[src/rtl/fir3_pkg.sv]
package fir3_pkg;

    localparam int DATA_W = 24;
    localparam int ACC_W  = 2 * DATA_W;
    localparam int NTAPS  = 3;
    localparam int IDX_W  = 2;

    typedef enum logic [IDX_W-1:0] {
        TAP_CUR   = 2'd0,
        TAP_PREV1 = 2'd1,
        TAP_PREV2 = 2'd2,
        TAP_NONE  = 2'd3
    } tap_sel_t;

    typedef logic signed [DATA_W-1:0] sample_t;
    typedef logic        [ACC_W-1:0]  wide_t;

    typedef struct packed {
        wide_t sum;
        wide_t carry;   // already weighted by 2 (shifted up one bit)
    } cs_pair_t;

    function automatic wide_t widen(input sample_t v);
        return {{(ACC_W-DATA_W){v[DATA_W-1]}}, v};
    endfunction

endpackage

[src/rtl/fir3_booth_mul.sv]
module fir3_booth_mul #(
    parameter int AW = 24,
    parameter int PW = 2 * AW
) (
    input  logic [AW-1:0] mcand,
    input  logic [AW-1:0] mplier,
    output logic [PW-1:0] prod
);
    localparam int NDIG = AW / 2;

    logic [AW:0]   bx;
    logic [PW-1:0] ae;

    assign bx = {mplier, 1'b0};
    assign ae = {{(PW-AW){mcand[AW-1]}}, mcand};

    always_comb begin
        logic [PW-1:0] acc;
        logic [PW-1:0] pp;
        acc = '0;
        for (int i = 0; i < NDIG; i++) begin
            case (bx[2*i +: 3])
                3'b001, 3'b010: pp = ae;
                3'b011:         pp = ae << 1;
                3'b100:         pp = -(ae << 1);
                3'b101, 3'b110: pp = -ae;
                default:        pp = '0;
            endcase
            acc = acc + (pp << (2 * i));
        end
        prod = acc;
    end
endmodule

[src/rtl/fir3_csa.sv]
module fir3_csa
    import fir3_pkg::*;
(
    input  wide_t    x0,
    input  wide_t    x1,
    input  wide_t    x2,
    output cs_pair_t res
);
    wide_t s;
    wide_t c;

    assign c[0] = 1'b0;

    for (genvar i = 0; i < ACC_W; i++) begin : g_bit
        assign s[i] = x0[i] ^ x1[i] ^ x2[i];
        if (i < ACC_W - 1) begin : g_cy
            assign c[i+1] = (x0[i] & x1[i]) | (x0[i] & x2[i]) | (x1[i] & x2[i]);
        end
    end

    assign res.sum   = s;
    assign res.carry = c;
endmodule

[src/rtl/fir3_cla.sv]
module fir3_cla #(
    parameter int W   = 48,
    parameter int GRP = 4
) (
    input  logic [W-1:0] a,
    input  logic [W-1:0] b,
    output logic [W-1:0] s
);
    localparam int NG = W / GRP;

    logic [W-1:0]  g, p;
    logic [NG-1:0] bc;
    logic [NG-1:0] gg, gp;

    assign g = a & b;
    assign p = a ^ b;

    always_comb begin
        gg = '0;
        gp = '0;
        for (int k = 0; k < NG - 1; k++) begin
            logic bg, bp;
            bg = 1'b0;
            bp = 1'b1;
            for (int j = 0; j < GRP; j++) begin
                bg = g[k*GRP+j] | (p[k*GRP+j] & bg);
                bp = bp & p[k*GRP+j];
            end
            gg[k] = bg;
            gp[k] = bp;
        end
        bc = '0;
        for (int k = 1; k < NG; k++)
            bc[k] = gg[k-1] | (gp[k-1] & bc[k-1]);
    end

    always_comb begin
        s = '0;
        for (int k = 0; k < NG; k++) begin
            logic c;
            c = bc[k];
            for (int j = 0; j < GRP; j++) begin
                s[k*GRP+j] = p[k*GRP+j] ^ c;
                c = g[k*GRP+j] | (p[k*GRP+j] & c);
            end
        end
    end
endmodule

[src/rtl/fir3_top.sv]
module fir3_top
    import fir3_pkg::*;
(
    input  logic              clk,
    input  logic              rst,
    input  logic              in_valid,
    input  logic [DATA_W-1:0] in_sample,
    input  logic              coef_we,
    input  logic [IDX_W-1:0]  coef_idx,
    input  logic [DATA_W-1:0] coef_val,
    output logic              out_valid,
    output logic [ACC_W-1:0]  out_result
);
    sample_t  coef [NTAPS];
    sample_t  hist [NTAPS-1];
    sample_t  tap  [NTAPS];
    wide_t    prod [NTAPS];
    cs_pair_t cs;
    wide_t    total;
    tap_sel_t sel;

    assign sel    = tap_sel_t'(coef_idx);
    assign tap[0] = sample_t'(in_sample);

    for (genvar t = 1; t < NTAPS; t++) begin : g_tap
        assign tap[t] = hist[t-1];
    end

    for (genvar t = 0; t < NTAPS; t++) begin : g_mul
        fir3_booth_mul #(.AW(DATA_W), .PW(ACC_W)) u_mul (
            .mcand (coef[t]),
            .mplier(tap[t]),
            .prod  (prod[t])
        );
    end

    fir3_csa u_csa (
        .x0 (prod[0]),
        .x1 (prod[1]),
        .x2 (prod[2]),
        .res(cs)
    );

    fir3_cla #(.W(ACC_W), .GRP(4)) u_cla (
        .a(cs.sum),
        .b(cs.carry),
        .s(total)
    );

    always_ff @(posedge clk) begin
        if (rst) begin
            for (int t = 0; t < NTAPS; t++) coef[t] <= '0;
            for (int t = 0; t < NTAPS - 1; t++) hist[t] <= '0;
            out_valid  <= 1'b0;
            out_result <= '0;
        end else begin
            if (coef_we) begin
                case (sel)
                    TAP_CUR:   coef[0] <= sample_t'(coef_val);
                    TAP_PREV1: coef[1] <= sample_t'(coef_val);
                    TAP_PREV2: coef[2] <= sample_t'(coef_val);
                    default:   ;
                endcase
            end
            out_valid <= in_valid;
            if (in_valid) begin
                out_result <= total;
                hist[0]    <= tap[0];
                for (int t = 1; t < NTAPS - 1; t++) hist[t] <= hist[t-1];
            end
        end
    end


    valid_lat_chk: assert property (@(posedge clk) disable iff (rst)
        in_valid |=> out_valid);

    valid_idle_chk: assert property (@(posedge clk) disable iff (rst)
        !in_valid |=> !out_valid);

    hist_hold_chk: assert property (@(posedge clk) disable iff (rst)
        !in_valid |=> ($stable(hist[0]) && $stable(hist[1])));

    hist_shift_chk: assert property (@(posedge clk) disable iff (rst)
        in_valid |=> (hist[0] == $past(tap[0]) && hist[1] == $past(hist[0])));

    result_hold_chk: assert property (@(posedge clk) disable iff (rst)
        !in_valid |=> $stable(out_result));

    tap_product_chk: assert property (@(posedge clk) disable iff (rst)
        prod[0] == wide_t'($signed(widen(coef[0])) * $signed(widen(tap[0]))) &&
        prod[1] == wide_t'($signed(widen(coef[1])) * $signed(widen(tap[1]))) &&
        prod[2] == wide_t'($signed(widen(coef[2])) * $signed(widen(tap[2]))));

    csa_sum_chk: assert property (@(posedge clk) disable iff (rst)
        wide_t'(cs.sum + cs.carry) == wide_t'(prod[0] + prod[1] + prod[2]));

    cla_sum_chk: assert property (@(posedge clk) disable iff (rst)
        total == wide_t'(cs.sum + cs.carry));
endmodule

[config.mk]
export PLATFORM = sky130hd
export DESIGN_NAME = fir3_top
export DESIGN_NICKNAME = d
export VERILOG_FILES = /design/src/rtl/fir3_pkg.sv /design/src/rtl/fir3_booth_mul.sv /design/src/rtl/fir3_csa.sv /design/src/rtl/fir3_cla.sv /design/src/rtl/fir3_top.sv
export SDC_FILE = /design/constraint.sdc
export NUM_CORES = 2
export LEC_CHECK = 0
export ABC_AREA = 1
export BUFFER_PORTS_ARGS = -buffer_cell sky130_fd_sc_hd__buf_4
export CORE_ASPECT_RATIO = 1.2
export CORE_MARGIN = 2
export CORE_UTILIZATION = 35
export CTS_CLUSTER_DIAMETER = 40
export DETAILED_ROUTE_END_ITERATION = 12
export PLACE_DENSITY_LB_ADDON = 0.08
export SLEW_MARGIN = 5
export SYNTH_ARGS = -nofsm -noshare
export SYNTH_HDL_FRONTEND = slang
export SYNTH_SLANG_ARGS = --single-unit
[constraint.sdc]
create_clock -name clk -period 31.3 [get_ports clk]
set_clock_uncertainty 0.15 [all_clocks]
set_input_delay 6.26 -clock clk [delete_from_list [all_inputs] [get_ports clk]]
set_output_delay 6.26 -clock clk [all_outputs]
set_load 0.005 [all_outputs]
==> flow_summary.toml <==
[outcome]
status = "complete, no violations"

[timing]
slew_viol_final = 0
finalHoldViolations = 0
post-route-min-period_ps = 16840
tightest_slew_ps = 1430
finalSetupViolCount = 0
rsz0062_at_grt = "false"
fmaxAchievable_ghz = 0.0594
slew_headroom_pct = 4.02
timing.hold.ws_ps = 325
layout_setup_ws_ps = 14460
fin_setup_tns_ps = 0
period_share_pct = 53.8

[synth]
yosys-mux-area-fraction_pct = 0
synth_compound_area_share_pct = 25.5
netlist_area_mm2 = 0.0616
synth_commonest_cells = "1175 x inv_1, 1090 x fa_1, 848 x o22ai_1"
syn_avg_cell_area_um2 = 8.07
netlist.area_leader.share_pct = 35.4
synth-edff-count = 120
synth_warnings = 0
synth_area_leader_cell = "fa_1"
synth-xor-area-share_pct = 2.02
yosys.area_share.simple_pct = 12.3
synth_fa_ha_area_share_pct = 41.4
ys_seq_area_share_pct = 7.44
synthTopCellsByArea = "fa_1 35%, o22ai_1 8.6%, inv_1 7.2%, a221oi_1 7.1%, ha_1 5.9%"
synthArstFlopShare_pct = 0
synth_top_family_by_area = "adder cells"
synthesis.nets = 9075
synth-main-ff-cell = "edfxtp_1"
synth_seq_cells = 169
synth.distinct_cells = 56
synthCells = 7638
yosysMostFrequentCell = "inv_1"

[floorplanning]
boundaryPins = 103
fp.coreArea_mm2 = 0.175
die_area_mm2 = 0.179
rows = 168
die_w_um = 387
die_y_um = 464
start_util_pct = 35.2

[drt]
drt_iter0_markers = 8504
ant_nets = 0
drc_errors = 0
via_per_inst = 6.59
routed_wl_um = 342000
dr.pass1.iters = 9
drt-wirelength-per-cell_um = 35.2
via_count = 64000

[cts]
postCtsSetupBuffers = 0
cts_buffer_depth = 2
cts_tree = "done"
cts_resized = 0
postCtsHoldBufs = 0
cts_root_buffer = "clkbuf_16"
clock_latency_ps = 540
cts_buffers = 17
path_clk_slew_ps = 80
cts_sinks = 169
htreeDepth = 4

[placement]
preCtsSetupSlack_ps = 14180
io_buffers = 102
detailed_place_hpwl_um = 260000
gp_congestion = 1.05
place_area_mm2 = 0.0648

[critical_path]
cp.required_ps = 31560
critical_path.slowest_cell = "clkinv_1"
start_kind = "input port"
cp-end-kind = "flip-flop"
critical_path_peak_fanout = 19
critPathLaunch = "in_sample[13]"
cp.arrival_ps = 17090
path_class = "input port to flip-flop"
critPathMaxStageDelay_ps = 890
reg2reg_from = "coef[0][25]$_DFFE_PP_"
crit_buf_inv = 8
crit_family = "adder cells"

[grt]
grtUsageTotal_pct = 37.2
grt_pass1_vias = 63800
grt_pass1_wl_um = 483000
grt_max_degree = 70
antenna_found_initial = 14
grt_overflow = 0

[final_layout]
final_nets = 8823
fin_area_mm2 = 0.0655
drive_gt1_share_pct = 7.46
area_growth_pct = 6.23

[flow_run]
cap_viol_max_count = 0

[hold_path]
worstHoldStart = "out_result[35]$_SDFFE_PP0P_"
hp-class = "flip-flop to flip-flop"
==> worst paths after layout <==
| path | slack, ps | endpoint | depth (start not counted) |
|---|---|---|---|
| max | 14460 | out_result[47]$_SDFFE_PP0P_ | 45 |
| min reg2reg | 320 | out_result[35]$_SDFFE_PP0P_ | 1 |
| min | 320 | out_result[35]$_SDFFE_PP0P_ | 1 |
| max reg2reg | 17130 | out_result[47]$_SDFFE_PP0P_ | 47 |
==> worst register-to-register path: cells and delay by family (launching register included) <==
kind | cells | cell delay [ps]
flip-flops | 1 | 820
buffers and inverters | 7 | 1770
AND/OR/NAND/NOR | 19 | 3520
AO/OA/AOI/OAI | 8 | 1980
adder cells (fa/ha/maj) | 11 | 5020
XOR/XNOR | 2 | 810
==> cells in the final DEF (no fill, tap or decap), types with 17 or more instances in the layout <==
master     instances
inv_1           1172
fa_1            1090
o22ai_1          848
nand2_1          667
nor2_1           562
a21oi_1          525
a221oi_1         502
buf_4            316
ha_1             293
nand3_1          249
o21ai_0          237
edfxtp_1         120
xor2_1            73
o221ai_1          60
xnor2_1           59
clkinv_1          57
nor2_2            55
dfxtp_1           49
a221o_1           37
nand4_1           36
a22o_1            36
inv_2             34
a211oi_1          32
nand3_2           25
nor2_4            24
nor3_1            24
a31oi_1           22
or2_2             19
diode_2           18
o21ai_1           17
clkbuf_16         17
==> flip-flops by register name, indices dropped and copies added (netlist names) <==
| signal | count |
|---|---|
| out_result | 48 |
| hist | 48 |
| out_valid | 1 |
| coef | 72 |
==> per-layer routing <==
metal / GRT usage (%) / routed length, µm / vias to the layer above
li1: - / - / 26200
met4: 20.7 / 23500 / 12
met3: 10.9 / 38300 / 1191
met1: 46.0 / 127000 / 32000
met5: 0.0267 / 78 / -
met2: 58.1 / 152000 / 4558
==> kinds of logic after synthesis <==
kind of cell,Yosys count
compound gates,2382
buf+inv,1852
simple gates,1711
fa+ha+maj,1383
flops,169
xor+xnor,141
==> final cells by class <==
cell class / instances / area [µm²]
multi-input combinational: 5617 / 50200
antenna: 18 / 45.0
timing repair buffer: 317 / 2390
clock buffer: 17 / 425
tap: 2295 / 2870
clock inverter: 15 / 204
inverter: 1264 / 4750
fill: 18400 / 109000
sequential: 169 / 4580
==> stage by stage <==
step,instances,utilization (%)
final,9712,37.4
after global routing,9699,37.4
after CTS,9694,37.4
after detailed placement,9662,37.1
after global placement,9661,37.0
after floorplan,7638,-
Power is not shown: default switching activity piles up to over one toggle a cycle in this logic, so the estimate is an artifact.
